==> src/rtl/mbox_pkg.sv <==
package mbox_pkg;
  localparam int ADDR_W  = 3;
  localparam int MME_W   = 3;
  localparam int MME_CAP = 5;

  // local side register addresses
  localparam logic [ADDR_W-1:0] L_OUT_DATA = 3'd0;
  localparam logic [ADDR_W-1:0] L_OUT_FLAG = 3'd1;
  localparam logic [ADDR_W-1:0] L_IRQ_EN   = 3'd2;
  localparam logic [ADDR_W-1:0] L_VECTOR   = 3'd3;
  localparam logic [ADDR_W-1:0] L_IN_DATA  = 3'd4;
  localparam logic [ADDR_W-1:0] L_IN_FLAG  = 3'd5;

  // remote side register addresses
  localparam logic [ADDR_W-1:0] R_OUT_DATA = 3'd0;
  localparam logic [ADDR_W-1:0] R_OUT_FLAG = 3'd1;
  localparam logic [ADDR_W-1:0] R_IN_DATA  = 3'd2;
  localparam logic [ADDR_W-1:0] R_IN_FLAG  = 3'd3;
  localparam logic [ADDR_W-1:0] R_MSI_CTL  = 3'd4;
  localparam logic [ADDR_W-1:0] R_MSI_BASE = 3'd5;
endpackage

==> src/rtl/mbox_slot.sv <==
// One direction of the mailbox: a data slot guarded by a ready flag.
module mbox_slot #(
  parameter int DATA_W = 32
) (
  input  logic              clk,
  input  logic              rst_n,
  input  logic              snd_data_we,
  input  logic [DATA_W-1:0] snd_data,
  input  logic              snd_set,
  input  logic              rcv_clr,
  output logic              ready,
  output logic [DATA_W-1:0] data,
  output logic              set_evt
);
  // a set request only counts as an event when the flag is low
  assign set_evt = snd_set && !ready;

  always_ff @(posedge clk or negedge rst_n) begin
    if (!rst_n) begin
      ready <= 1'b0;
      data  <= '0;
    end else begin
      if (snd_data_we && !ready) data <= snd_data;
      if (set_evt)              ready <= 1'b1;
      else if (rcv_clr)         ready <= 1'b0;
    end
  end
endmodule

==> src/rtl/mbox_msi.sv <==
// Registered MSI request pulse and message-data composition.
module mbox_msi #(
  parameter int MSI_DATA_W = 16,
  parameter int VEC_W      = 8,
  parameter int MME_W      = 3,
  parameter int MME_CAP    = 5
) (
  input  logic                  clk,
  input  logic                  rst_n,
  input  logic                  trig,
  input  logic                  msi_en,
  input  logic                  src_en,
  input  logic [MSI_DATA_W-1:0] base,
  input  logic [VEC_W-1:0]      vec,
  input  logic [MME_W-1:0]      mme,
  output logic                  msi_req,
  output logic [MSI_DATA_W-1:0] msi_data
);
  localparam int LOW_W = (MSI_DATA_W < VEC_W) ? MSI_DATA_W : VEC_W;

  function automatic logic [MSI_DATA_W-1:0] compose(
    input logic [MSI_DATA_W-1:0] b,
    input logic [VEC_W-1:0]      v,
    input logic [MME_W-1:0]      m
  );
    int n;
    logic [MSI_DATA_W-1:0] r;
    n = (int'(m) > MME_CAP) ? MME_CAP : int'(m);
    r = b;
    for (int i = 0; i < LOW_W; i++) begin
      if (i < n) r[i] = v[i];
    end
    return r;
  endfunction

  logic fire;
  assign fire = trig && msi_en && src_en;

  always_ff @(posedge clk or negedge rst_n) begin
    if (!rst_n) begin
      msi_req  <= 1'b0;
      msi_data <= '0;
    end else begin
      msi_req <= fire;
      if (fire) msi_data <= compose(base, vec, mme);
    end
  end
endmodule

==> src/rtl/mbox_doorbell.sv <==
module mbox_doorbell
  import mbox_pkg::*;
#(
  parameter int DATA_W     = 32,
  parameter int MSI_DATA_W = 16,
  parameter int VEC_W      = 8
) (
  input  logic                  clk,
  input  logic                  rst_n,
  input  logic                  l_wr_en,
  input  logic [2:0]            l_addr,
  input  logic [DATA_W-1:0]     l_wdata,
  output logic [DATA_W-1:0]     l_rdata,
  output logic                  l_irq,
  input  logic                  r_wr_en,
  input  logic [2:0]            r_addr,
  input  logic [DATA_W-1:0]     r_wdata,
  output logic [DATA_W-1:0]     r_rdata,
  output logic                  msi_req,
  output logic [MSI_DATA_W-1:0] msi_data
);
  // named internal events and state, also used by the checker
  logic                  out_ready, in_ready;
  logic [DATA_W-1:0]     out_data, in_data;
  logic                  out_set_evt, in_set_evt;
  logic                  out_ie, in_ie, msi_en;
  logic [VEC_W-1:0]      vec;
  logic [MME_W-1:0]      mme;
  logic [MSI_DATA_W-1:0] msi_base;

  logic l_out_data_we, l_out_set, l_in_clr;
  logic r_in_data_we, r_in_set, r_out_clr;

  assign l_out_data_we = l_wr_en && (l_addr == L_OUT_DATA);
  assign l_out_set     = l_wr_en && (l_addr == L_OUT_FLAG) && l_wdata[0];
  assign l_in_clr      = l_wr_en && (l_addr == L_IN_FLAG)  && l_wdata[0];
  assign r_in_data_we  = r_wr_en && (r_addr == R_IN_DATA);
  assign r_in_set      = r_wr_en && (r_addr == R_IN_FLAG)  && r_wdata[0];
  assign r_out_clr     = r_wr_en && (r_addr == R_OUT_FLAG) && r_wdata[0];

  // outbound: local sends, remote clears
  mbox_slot #(.DATA_W(DATA_W)) u_out (
    .clk(clk), .rst_n(rst_n),
    .snd_data_we(l_out_data_we), .snd_data(l_wdata), .snd_set(l_out_set),
    .rcv_clr(r_out_clr),
    .ready(out_ready), .data(out_data), .set_evt(out_set_evt)
  );

  // inbound: remote sends, local clears
  mbox_slot #(.DATA_W(DATA_W)) u_in (
    .clk(clk), .rst_n(rst_n),
    .snd_data_we(r_in_data_we), .snd_data(r_wdata), .snd_set(r_in_set),
    .rcv_clr(l_in_clr),
    .ready(in_ready), .data(in_data), .set_evt(in_set_evt)
  );

  // configuration registers
  always_ff @(posedge clk or negedge rst_n) begin
    if (!rst_n) begin
      out_ie   <= 1'b0;
      in_ie    <= 1'b0;
      vec      <= '0;
      msi_en   <= 1'b0;
      mme      <= '0;
      msi_base <= '0;
    end else begin
      if (l_wr_en && l_addr == L_IRQ_EN) begin
        out_ie <= l_wdata[0];
        in_ie  <= l_wdata[1];
      end
      if (l_wr_en && l_addr == L_VECTOR) vec <= l_wdata[VEC_W-1:0];
      if (r_wr_en && r_addr == R_MSI_CTL) begin
        msi_en <= r_wdata[0];
        mme    <= r_wdata[MME_W:1];
      end
      if (r_wr_en && r_addr == R_MSI_BASE) msi_base <= r_wdata[MSI_DATA_W-1:0];
    end
  end

  mbox_msi #(
    .MSI_DATA_W(MSI_DATA_W), .VEC_W(VEC_W), .MME_W(MME_W), .MME_CAP(MME_CAP)
  ) u_msi (
    .clk(clk), .rst_n(rst_n),
    .trig(out_set_evt), .msi_en(msi_en), .src_en(out_ie),
    .base(msi_base), .vec(vec), .mme(mme),
    .msi_req(msi_req), .msi_data(msi_data)
  );

  assign l_irq = in_ready && in_ie;

  always_comb begin
    l_rdata = '0;
    case (l_addr)
      L_OUT_DATA: l_rdata = out_data;
      L_OUT_FLAG: l_rdata = DATA_W'(out_ready);
      L_IRQ_EN:   l_rdata = DATA_W'({in_ie, out_ie});
      L_VECTOR:   l_rdata = DATA_W'(vec);
      L_IN_DATA:  l_rdata = in_data;
      L_IN_FLAG:  l_rdata = DATA_W'(in_ready);
      default:    l_rdata = '0;
    endcase
  end

  always_comb begin
    r_rdata = '0;
    case (r_addr)
      R_OUT_DATA: r_rdata = out_data;
      R_OUT_FLAG: r_rdata = DATA_W'(out_ready);
      R_IN_DATA:  r_rdata = in_data;
      R_IN_FLAG:  r_rdata = DATA_W'(in_ready);
      R_MSI_CTL:  r_rdata = DATA_W'({mme, msi_en});
      R_MSI_BASE: r_rdata = DATA_W'(msi_base);
      default:    r_rdata = '0;
    endcase
  end
endmodule

==> config.mk <==
export PLATFORM = sky130hd
export DESIGN_NAME = mbox_doorbell
export DESIGN_NICKNAME = d
export VERILOG_FILES = /design/src/rtl/mbox_pkg.sv /design/src/rtl/mbox_slot.sv /design/src/rtl/mbox_msi.sv /design/src/rtl/mbox_doorbell.sv
export SDC_FILE = /design/constraint.sdc
export NUM_CORES = 1
export LEC_CHECK = 0
export ABC_CLOCK_PERIOD_IN_PS = 1500
export BUFFER_PORTS_ARGS = -buffer_cell sky130_fd_sc_hd__buf_2
export CAP_MARGIN = 40
export CELL_PAD_IN_SITES_DETAIL_PLACEMENT = 0
export CELL_PAD_IN_SITES_GLOBAL_PLACEMENT = 1
export CORE_MARGIN = 8
export CORE_UTILIZATION = 38
export DETAILED_ROUTE_END_ITERATION = 6
export PLACE_DENSITY = 0.76
export SLEW_MARGIN = 15
export SYNTH_ARGS = -nofsm -noshare
export SYNTH_HDL_FRONTEND = slang
export SYNTH_HIERARCHICAL = 1
export SYNTH_SLANG_ARGS = --single-unit
==> constraint.sdc <==
create_clock -name clk -period 1.5 [get_ports clk]
set_input_delay 0.3 -clock clk [delete_from_list [all_inputs] [get_ports clk]]
set_output_delay 0.3 -clock clk [all_outputs]
set_load 0.05 [all_outputs]
**Yosys cells after proc, flatten, opt, wreduce, memory -nomap -nowiden**

Index checks and enable logic that the tools add are counted.

- Register bits after elaboration: 113
- Logic and storage cells: 73
- Input bits: 74
- Output and inout bits: 82

- Order comparisons: 9
- Mux-type cells: 15
- Eq/ne operators: 10
- Reduce and logical (&&, ||, !) cells: 27

Operator list:

| kind | count |
|---|---|
| $pmux 32 s6 | 2 |
| $lt 4x32->1 const A | 4 |
| $lt 3x32->1 const A | 2 |
| $lt 1x32->1 const A | 1 |
| $lt 2x32->1 const A | 1 |
| $logic_and 1x1->1 | 21 |
| $eq 3x2->1 const B | 4 |
| $eq 3x3->1 const B | 4 |
| $mux 1 | 12 |
| $eq 3x1->1 const B | 2 |
| $logic_not 3->1 | 2 |
| $reduce_bool 2->1 | 2 |
| $gt 3x3->1 const B | 1 |
| $mux 3 | 1 |
| $logic_not 1->1 | 2 |

**Logic depth before layout (Yosys ltp)**

Gate-level depths: netlist of the first run.

- Depth after elaboration: 6
- Gate-level depth with buffers: 9
- Gate-level depth less buffers: 7

**Modules after synthesis**

Netlist of the first run, hierarchy kept.

Modules (own cells, without submodules):

| module | sequential area each (um^2) | cells an instance | instances | area an instance (um^2) |
|---|---|---|---|---|
| mbox_slot | 825.8 | 73 | 2 | 1393.8 |
| mbox_doorbell | 750.7 | 244 | 1 | 2374.8 |
| mbox_msi | 425.4 | 73 | 1 | 710.7 |

**Worst setup path before layout of the first run**

Ideal clock, no wire load.

- Path type: input to output
- Start: input port r_addr[0]
- End: output port r_rdata[12]
- Slack: -0.858 ns
- Arrival time: 2.058 ns
- Path buffers: 2
- Stages: 4
- Required time: 1.200 ns
- Cell sequence: or2_2 -> clkbuf_1 -> clkbuf_1 -> o21ai_0

- Cells in the longest elaborated chain, start to end: 2
- Elaborated cells between the ends (all ways): 7
- Those cells by class: eq/ne (5); mux (1); reduce/logical (1)

Ends and longest elaborated chain:

| item | line | text |
|---|---|---|
| start, declared | mbox_doorbell.sv:16 | `input logic [2:0] r_addr,` |
| $eq 3x3->1 (tied with other cells) | mbox_doorbell.sv:106 | `case (r_addr)` |
| $pmux 32 s6 (*) | mbox_doorbell.sv:106 |  |
| end, declared | mbox_doorbell.sv:18 | `output logic [DATA_W-1:0] r_rdata,` |

Every way passes the cells marked *; elsewhere a longest branch is shown, timed or not.

**Worst setup path in the final report of the first run**

- Start: register u_out.data[1]
- End: output port l_rdata[1]

- Cells in the longest elaborated chain, start to end: 1

Ends and longest elaborated chain:

| item | line | text |
|---|---|---|
| start, declared | mbox_slot.sv:12 | `output logic [DATA_W-1:0] data,` |
| start signal, assigned | mbox_slot.sv:23 | `if (snd_data_we && !ready) data <= snd_data;` |
| $pmux 32 s6 | mbox_doorbell.sv:93 | `case (l_addr)` |
| end, declared | mbox_doorbell.sv:13 | `output logic [DATA_W-1:0] l_rdata,` |

Every way passes these cells.

==> key figures, run 1 <==
Global routing
  • Vias in the first global route: 5,268
  • Largest net degree at the start of global routing: 44
  • Gr ovfl total: 0
  • Initial antenna violation count: 1
  • All-Layer GR Usage: 19.7%
  • First-pass GRT wire length: 29,800 um

Yosys
  • Post-synth net total: 537
  • Syn Inst Count: 463
  • Synth Flop Type: dfrtp_1
  • Post-synthesis average cell area: 12.7 um2
  • FFs w/ async S/R, synth: 100%
  • Top-count cell post-synth: dfrtp_1
  • Top cells by count, synth: dfrtp_1, mux2_4, nand2_1
  • Post-synth EDFFs: 0
  • #FFs+latches synth: 113
  • Post-synthesis sequential area ratio: 48.1%
  • Synth Warn #: 6
  • Mapped cell area: 5870 um2
  • Post-synth top area share: 48.1%
  • Unique cell type count in the Yosys netlist: 43
  • Synth top area cells: dfrtp_1, mux2_4, mux2i_1, mux2_2, nand2_1
  • Synth area leader: dfrtp_1

Clock network
  • H-tree Lvls: 4
  • Root Driver: clkbuf_16
  • Clock Latency Late Sink: 0.41 ns
  • CTS Sinks: 113
  • CTS buffer count: 17
  • CTS clk-pin slew, worst paths: 0.05 ns
  • CTS tree: built
  • Bufs on Longest Clock Path: 2

Timing
  • Worst-margin pin slew: 0.313 ns
  • Clock Skew: 0.00880 ns
  • WHS: 0.119 ns
  • RSZ-0062 raised after global routing: yes
  • Maximum clock rate: 537 MHz
  • Final Hold Viols: 0
  • Fin crit share: 124%
  • Headroom to the max-slew limit: 79.1%
  • PnR worst setup slack: -0.363 ns
  • Setup violations, final: 65
  • Final-report max-slew violation count: 0
  • Post-layout min period: 1.86 ns

Route
  • First-pass DRT Iterations: 4
  • Routed Wire Length: 19,400 um
  • Drt drc: 0
  • Vias per cell: 5.13
  • Final ANT Viol Nets: 0
  • Iter 0 DRT Violations: 200
  • Routed length per placed instance: 21.2 um
  • Total number of vias: 4,698

Critical path
  • Worst-path cell chain: or4b_4, o211ai_1, buf_4
  • Critical path's largest stage delay: 0.46 ns
  • Slowest cell on the critical path: or4b_4
  • Top Family by Delay on Critical Path: simple AND/OR/NAND/NOR gates
  • Reg2reg end: u_msi/msi_data[0]
  • Crit Reg-Reg Startpoint: mme[2]
  • Crit end category: output port
  • Required @ worst endpoint: 1.20 ns
  • Worst EP arrival: 1.56 ns
  • R2R depth: 6
  • Critical path class: flop to output port
  • Worst Setup Start Kind: flop
  • Crit path buf inv count: 1
  • Crit path max fanout: 2
  • Setup slack, reg-to-reg: 0.03 ns

Die
  • Cell row count: 45
  • Chip height: 140 um
  • Width of the die: 140 um
  • Core region area: 15,100 um2
  • Total die area: 19,700 um2
  • IO Pins: 156
  • Initial core utilization: 38.8%

Placement
  • DP HPWL: 12,700 um
  • IO buf count: 155
  • Placed insts: 834
  • DP Area: 7620 um2
  • Routability cong.: 0.826

Power and ir drop
  • Power Density: 1470 nW/um2
  • Total Power: 14.3 mW
  • IR drop worst, VDD: 0.771 mV
  • Static Leak: 4.63 nW

Outcome
  • Status: complete, but fails checks
  • Failing checks: setup timing

Hold path
  • Hold wc startpoint: l_wdata[14]
  • Hold WC Path Type: primary input to flop
  • Hold worst-path end: u_out/data[14]
  • Worst hold path depth: 2

Finish
  • Area Growth Syn to Fin: 65.3%
  • Share of cells above drive strength 1: 70.0%
  • Finished Cell Area: 9710 um2
  • Fin nets: 788
  • Finished Layout Cells: 915

Job
  • Total of max-cap violations: 0
## sequential cells by signal, summed over array words and instances, names as in the netlist
register        flops
in_ie               1
mme                 3
msi_base           16
msi_en              1
out_ie              1
u_in/data          32
u_in/ready          1
u_msi/msi_data     16
u_msi/msi_req       1
u_out/data         32
u_out/ready         1
vec                 8
## final cells by class
cell class	count	area, um2
fill	1096	5440
multi-input combinational	315	3520
sequential	113	2830
timing repair buffer	264	2460
clock buffer	20	457
tap	188	235
clock inverter	11	185
inverter	3	16.3
antenna	1	2.50
## per-layer routing
metal	vias up	track usage [%]	part of all wire, %
met5	-	0	0
met4	0	8.51	2.5
met3	29	4.18	4.6
met2	127	33.2	50
met1	2367	24.0	42
li1	2175	-	-
## how the worst max path moves through the flow
stage,from,endpoint,slack (ns),depth (start not counted)
floorplan,l_addr[1],u_out/data[0],-0.22,8
global placement,l_addr[1],l_rdata[13],-0.26,5
detailed placement,l_addr[0],u_out/data[1],-0.26,6
CTS,u_out/data[1],l_rdata[1],-0.39,3
global route,u_out/data[1],l_rdata[1],-0.43,3
finish,u_out/data[1],l_rdata[1],-0.36,3
## placed cells by master, fill, tap and decap left out, types with 3 or more instances in the layout
cell type,n
a21oi_1,3
a21oi_2,4
a22o_4,23
a22oi_2,6
buf_12,17
buf_16,3
buf_2,83
buf_4,82
buf_6,46
buf_8,32
bufinv_16,5
clkbuf_16,17
clkinv_2,4
dfrtp_1,112
mux2_2,22
mux2_4,75
mux2i_1,15
mux2i_2,21
nand2_1,55
nand2_4,5
nand3_1,3
nor2_1,5
nor2_4,17
nor3_1,3
o21ai_2,9
o21ai_4,10
## metrics by stage
| stage | setup slack (ns) | setup TNS (ns) | util, % |
|---|---|---|---|
| after global placement | -0.258 | -25.49 | 50.3 |
| final | -0.363 | -7.47 | 64.1 |
| after global routing | -0.425 | -10.60 | 64.1 |
| after CTS | -0.393 | -7.80 | 63.6 |
| after detailed placement | -0.260 | -28.24 | 50.3 |
| after floorplan | -0.216 | -12.19 | - |
## timing repair
item,4_1_cts,5_1_grt
hold buffers,1,0
hold endpoints to repair,18,0
cloned,5,0
setup buffers,35,13
setup endpoints to repair,65,66
pin swaps,44,9
gates resized for setup,257,12
## power breakdown
part / total [mW] / internal, mW / switching, mW
Combinational: 5.14 / 2.72 / 2.42
Sequential: 4.73 / 3.87 / 0.859
Clock: 4.42 / 3.01 / 1.41
## cell families after synthesis
logic type	after synthesis	share of synthesized area, %
buffers and inverters	35	5.03
multiplexers	135	29.5
AO/OA/AOI/OAI	70	8.35
flip-flops	113	48.1
AND/OR/NAND/NOR	110	8.93
(Power assumes the default switching activity.)
==> run 2, diff against run 1 <==
--- a/config.mk
+++ b/config.mk
@@ -5,15 +5,15 @@
 export SDC_FILE = /design/constraint.sdc
 export NUM_CORES = 1
 export LEC_CHECK = 0
-export ABC_CLOCK_PERIOD_IN_PS = 1500
+export ABC_CLOCK_PERIOD_IN_PS = 1920
 export BUFFER_PORTS_ARGS = -buffer_cell sky130_fd_sc_hd__buf_2
 export CAP_MARGIN = 40
 export CELL_PAD_IN_SITES_DETAIL_PLACEMENT = 0
 export CELL_PAD_IN_SITES_GLOBAL_PLACEMENT = 1
 export CORE_MARGIN = 8
-export CORE_UTILIZATION = 38
+export CORE_UTILIZATION = 42
 export DETAILED_ROUTE_END_ITERATION = 6
-export PLACE_DENSITY = 0.76
+export PLACE_DENSITY = 0.79
 export SLEW_MARGIN = 15
 export SYNTH_ARGS = -nofsm -noshare
 export SYNTH_HDL_FRONTEND = slang
==> constraint.sdc (replaced) <==
create_clock -name clk -period 1.92 [get_ports clk]
set_input_delay 0.384 -clock clk [delete_from_list [all_inputs] [get_ports clk]]
set_output_delay 0.384 -clock clk [all_outputs]
set_load 0.05 [all_outputs]
==> run 2 against run 1 <==
  * The run still ends with setup timing left
  * Final cell count shrank 8.0%
  * Non-clock buffer count down 65
  * Via count is 7.4% lower
  * Power decreased by 31%
  * Setup slack gained 0.33 ns
  * Register-to-register slack improved by 0.41 ns
  * Clock power down 24%
  * First-iteration DRC count is 6.5% higher
  * Die area decreased by 8.5%
  * Critical endpoint unchanged
  * Largest cell class unchanged
  * Largest power group is now sequential cells
==> key figures, run 2 (synthesis results as in run 1) <==
Outcome
  • Status: complete, but fails checks
  • Failing checks: setup timing

Placement
  • DP HPWL: 11,800 um
  • IO buf count: 155
  • Routability cong.: 0.895

Timing
  • PnR worst setup slack: -0.0355 ns
  • Worst-margin pin slew: 0.635 ns
  • Headroom to the max-slew limit: 57.7%
  • Final-report max-slew violation count: 0
  • Fin crit share: 102%
  • Final Hold Viols: 0
  • Clock Skew: 0.0114 ns
  • RSZ-0062 raised after global routing: yes
  • Setup violations, final: 3
  • Post-layout min period: 1.96 ns
  • Maximum clock rate: 511 MHz

Die
  • Core region area: 13,800 um2
  • Initial core utilization: 42.6%
  • Cell row count: 43
  • Chip height: 134 um
  • Width of the die: 134 um
  • IO Pins: 156
  • Total die area: 18,000 um2

Critical path
  • Critical path class: flop to output port
  • R2R depth: 6
  • Worst Setup Start Kind: flop
  • Critical path's largest stage delay: 0.46 ns
  • Slowest cell on the critical path: or4b_4
  • Crit path max fanout: 2
  • Crit end category: output port
  • Reg2reg end: u_msi/msi_data[9]
  • Worst-path cell chain: or4b_4, o211ai_1, buf_4
  • Required @ worst endpoint: 1.54 ns
  • Worst setup path endpoint: l_rdata[1]
  • Critical Path Source: u_out/data[1]
  • Setup slack, reg-to-reg: 0.44 ns
  • Crit Reg-Reg Startpoint: u_out/ready
  • Worst EP arrival: 1.57 ns

Global routing
  • Gr ovfl total: 0
  • All-Layer GR Usage: 18.7%
  • First-pass GRT wire length: 26,300 um
  • Initial antenna violation count: 0
  • Largest net degree at the start of global routing: 114
  • Vias in the first global route: 4,852

Finish
  • Most frequent cells in the layout: buf_2, dfrtp_1, mux2_4, nand2_1, buf_4
  • Final Util: 58.0%
  • Area Growth Syn to Fin: 36.0%
  • Ant diodes: 0
  • Share of cells above drive strength 1: 55.1%
  • Commonest non-fill, non-tap cell in the layout: buf_2
  • Fin nets: 723
  • Largest regs: u_in/data (32), u_out/data (32)

Clock network
  • Root Driver: clkbuf_16
  • CTS tree: built
  • Clock Latency Late Sink: 0.42 ns
  • H-tree Lvls: 4
  • CTS buffer count: 17
  • CTS clk-pin slew, worst paths: 0.06 ns
  • Bufs on Longest Clock Path: 2
  • CTS Sinks: 113

Route
  • Routed Wire Length: 16,600 um
  • Total number of vias: 4,349
  • First-pass DRT Iterations: 4
  • Vias per cell: 5.17
  • Drt drc: 0
  • Routed length per placed instance: 19.7 um
  • Iter 0 DRT Violations: 213
  • Final ANT Viol Nets: 0

Power and ir drop
  • Power share of the clock group: 34.2%
  • Total Power: 9.84 mW
  • Combinational share of power: 29.7%
  • Flop pwr share: 36.0%
  • Static Leak: 3.95 nW
  • IR drop worst, VDD: 0.585 mV
  • Power Density: 1230 nW/um2
  • Switch Pwr: 3.29 mW
  • Internal: 6.56 mW
  • Net Sw Frac: 33.4%

Job
  • Total of max-cap violations: 0

Hold path
  • Hold WC Path Type: primary input to asynchronous set/reset pin
==> run 2: cell types whose count changed in the layout (fill, tap and decap cells not counted), sizes merged <==
| cell | previous run | this run |
|---|---|---|
| clkinv | 4 | 3 |
| clkinvlp | 2 | 5 |
| diode | 1 | 0 |
| bufinv | 5 | 4 |
| inv | 3 | 6 |
| buf | 263 | 179 |
| dlygate4sd3 | 1 | 0 |
| clkbuf | 20 | 37 |
==> run 2: worst min-delay path by stage <==
stage / endpoint / cells after the start / start
final: u_out/data[3] / 2 / rst_n
after global routing: vec[2] / 2 / rst_n
after CTS: vec[2] / 2 / rst_n
after detailed placement: u_msi/msi_data[12] / 2 / u_msi/msi_data[12]
after global placement: u_msi/msi_data[13] / 2 / u_msi/msi_data[13]
after floorplan: in_ie / 0 / rst_n
==> run 2: power groups by stage <==
stage	logic [mW]	registers (mW)	clock network, mW
2_1_floorplan	2.00	3.60	0
3_3_place_gp	2.74	3.54	0
3_5_place_dp	2.78	3.58	0
4_1_cts	2.92	3.54	3.41
5_1_grt	3.10	3.63	3.54
6_report	2.93	3.55	3.37
==> run 2: layout make-up <==
class	instances	area, um2
clock buffers	17	425
clock inverters	15	206
fillers	1178	5790
inverters	3	13.8
multi-input cells	315	2940
flip-flops and latches	113	2830
well taps	180	225
repair buffers	199	1350
==> run 2: stage by stage <==
stage | instance area (um2) | hold WS, ns | setup slack, ns | std cells | setup TNS [ns]
floorplan | 6020 | 0.0884 | -0.231 | 463 | -3.50
CTS | 7910 | 0.0806 | -0.0602 | 840 | -0.128
finish | 7990 | 0.0119 | -0.0355 | 842 | -0.0578
detailed placement | 7150 | 0.457 | -0.0621 | 802 | -0.598
global placement | 7150 | 0.453 | -0.0184 | 802 | -0.0735
global route | 7990 | 0.0841 | -0.109 | 842 | -0.341
==> run 2: worst max-delay path, delay by kind of cell (launching register included) <==
kind	cells	cell delay (ns)
AO/OA/AOI/OAI	1	0.11
buffers and inverters	1	0.23
flip-flops	1	0.35
AND/OR/NAND/NOR	1	0.46
==> run 2: repair_timing <==
action / 4_1_cts / 5_1_grt
cloned: 0 / 1
setup buffers: 6 / 1
hold buffers: 0 / 0
endpoints found under the setup margin: 30 / 27
endpoints found under the hold margin: 0 / 0
pin swaps: 1 / 2
gates resized for setup: 22 / 19
==> run 2: layer usage <==
layer / wire length, um / global-route usage (%) / share of wire [%]
met5: 0 / 0 / 0
met3: 874 / 5.57 / 5.3
met2: 8300 / 32.0 / 50
met1: 7100 / 21.8 / 43
met4: 331 / 6.80 / 2.0
==> run 3, diff against run 2 <==
--- a/config.mk
+++ b/config.mk
@@ -5,8 +5,8 @@
 export SDC_FILE = /design/constraint.sdc
 export NUM_CORES = 1
 export LEC_CHECK = 0
-export ABC_CLOCK_PERIOD_IN_PS = 1920
-export BUFFER_PORTS_ARGS = -buffer_cell sky130_fd_sc_hd__buf_2
+export ABC_CLOCK_PERIOD_IN_PS = 1900
+export BUFFER_PORTS_ARGS = -buffer_cell sky130_fd_sc_hd__buf_4
 export CAP_MARGIN = 40
 export CELL_PAD_IN_SITES_DETAIL_PLACEMENT = 0
 export CELL_PAD_IN_SITES_GLOBAL_PLACEMENT = 1
==> constraint.sdc (replaced) <==
create_clock -name clk -period 1.9 [get_ports clk]
set_input_delay 0.38 -clock clk [delete_from_list [all_inputs] [get_ports clk]]
set_output_delay 0.38 -clock clk [all_outputs]
set_load 0.05 [all_outputs]
==> run 3 against run 2 <==
  * The run still ends with setup timing left
  * Design area is 3.0% higher
  * Utilization up 1.7 points
  * Non-clock buffer count decreased by 12
  * Clock skew shrank 0.0045 ns
  * Die area unchanged
  * Critical endpoint unchanged
  * Largest cell class unchanged
==> key figures, run 3 (synthesis results as in run 1) <==
Outcome
  • Status: complete, but fails checks
  • Failing checks: setup timing

Hold path
  • Worst hold path depth: 2
  • Hold WC Path Type: primary input to flop

Finish
  • Finished Cell Area: 8220 um2
  • Largest regs: u_in/data (32), u_out/data (32)
  • Share of cells above drive strength 1: 56.6%
  • Most frequent cells in the layout: buf_4, dfrtp_1, mux2_4, nand2_1, mux2i_1
  • Area Growth Syn to Fin: 40.0%
  • Ant diodes: 0
  • Final Util: 59.7%
  • Number of fillers in the final layout: 1,131
  • Fin nets: 711
  • Commonest non-fill, non-tap cell in the layout: buf_4

Global routing
  • First-pass GRT wire length: 26,100 um
  • Gr ovfl total: 0
  • All-Layer GR Usage: 18.7%
  • Initial antenna violation count: 0
  • Vias in the first global route: 4,731
  • Largest net degree at the start of global routing: 48

Job
  • Total of max-cap violations: 0

Die
  • IO Pins: 156
  • Initial core utilization: 42.6%
  • Core region area: 13,800 um2
  • Chip height: 134 um
  • Width of the die: 134 um
  • Cell row count: 43
  • Total die area: 18,000 um2

Power and ir drop
  • Total Power: 9.93 mW
  • Net Sw Frac: 32.4%
  • Flop pwr share: 36.2%
  • Power Density: 1210 nW/um2
  • Switch Pwr: 3.22 mW
  • Power share of the clock group: 32.6%
  • Internal: 6.71 mW
  • IR drop worst, VDD: 0.551 mV
  • Combinational share of power: 31.2%
  • Static Leak: 3.97 nW

Clock network
  • CTS Sinks: 113
  • Bufs on Longest Clock Path: 2
  • Clock Latency Late Sink: 0.41 ns
  • CTS clk-pin slew, worst paths: 0.05 ns
  • CTS tree: built
  • Root Driver: clkbuf_16
  • CTS buffer count: 17
  • H-tree Lvls: 4

Placement
  • IO buf count: 155
  • Routability cong.: 0.798
  • DP Area: 7470 um2
  • DP HPWL: 11,900 um

Route
  • Iter 0 DRT Violations: 167
  • Routed Wire Length: 16,700 um
  • Drt drc: 0
  • Routed length per placed instance: 20.1 um
  • Final ANT Viol Nets: 0
  • Vias per cell: 5.23
  • First-pass DRT Iterations: 4
  • Total number of vias: 4,337

Critical path
  • Required @ worst endpoint: 1.52 ns
  • Crit end category: output port
  • Critical path class: flop to output port
  • Worst EP arrival: 1.58 ns
  • Crit path max fanout: 2
  • Worst Setup Start Kind: flop
  • R2R depth: 5

Timing
  • Final-report max-slew violation count: 0
  • WHS: 0.195 ns
  • Maximum clock rate: 510 MHz
  • Worst-margin pin slew: 0.448 ns
  • PnR worst setup slack: -0.0607 ns
  • Headroom to the max-slew limit: 70.0%
  • RSZ-0062 raised after global routing: yes
  • Final Hold Viols: 0
  • Post-route setup TNS: -0.173 ns
  • Post-layout min period: 1.96 ns
  • Setup violations, final: 5
  • Clock Skew: 0.00699 ns
  • Fin crit share: 103%
-- run 3: cell count changes in the layout (fill, tap and decap cells not counted), moves of 2 or more --
cell / delta
clkinv_4: -2
buf_6: +3
a22o_1: -10
inv_6: -3
clkbuf_4: -19
dfrtp_1: -3
buf_2: -125
clkinvlp_4: -3
a22o_2: +10
clkbuf_8: +3
clkinv_2: +5
buf_4: +128
dfrtp_2: +3
-- run 3: power by group through the flow --
stage,sequential (mW),clock (mW),combinational (mW)
2_1_floorplan,3.64,0,2.02
3_3_place_gp,3.59,0,2.91
3_5_place_dp,3.63,0,2.96
4_1_cts,3.58,3.28,3.07
5_1_grt,3.68,3.41,3.27
6_report,3.59,3.23,3.10
-- run 3: final cells by class --
class	count	area, um2	area share (%)
Multi-Input combinational cell	315	2970	36.1
Sequential cell	113	2830	34.4
Timing Repair Buffer	187	1580	19.2
Clock buffer	21	470	5.72
Tap cell	180	225	2.74
Clock inverter	11	135	1.64
Inverter	3	13.8	0.167
-- run 3: per-layer routing --
layer | wire length [um] | track usage, %
met5 | 0 | 0
met4 | 293 | 6.49
met3 | 888 | 5.72
met2 | 8410 | 31.1
met1 | 7080 | 22.3
-- run 3: critical path, stage by stage (launching register included) --
cell      delay [ns]
dfrtp_1         0.36
or4b_4          0.46
o211ai_1        0.11
buf_4           0.23
-- run 3: worst paths after layout --
kind / from / end / slack (ns)
worst max-delay path: u_out/data[1] / l_rdata[1] / -0.06
worst max register to register: u_in/ready / u_in/data[28] / 0.35
min in group asynchronous: rst_n / u_msi/msi_data[1] / 0.44
worst min register to register: u_msi/msi_data[15] / u_msi/msi_data[15] / 0.47
max in group asynchronous: rst_n / u_out/ready / 0.85
worst min-delay path: l_wdata[20] / u_out/data[20] / 0.20
-- run 3: metrics by stage --
step / setup slack (ns) / std cells
2_1_floorplan: -0.243 / 463
3_3_place_gp: -0.0749 / 789
3_5_place_dp: -0.0691 / 789
4_1_cts: -0.106 / 827
5_1_grt: -0.121 / 830
6_report: -0.0607 / 830
-- run 3: what timing repair did --
item / in CTS / in global routing
hold endpoints to repair: 26 / 0
pin swaps: 0 / 3
resized for setup: 11 / 11
hold buffers: 1 / 0
endpoints found under the setup margin: 12 / 8
buffers inserted: 5 / 4
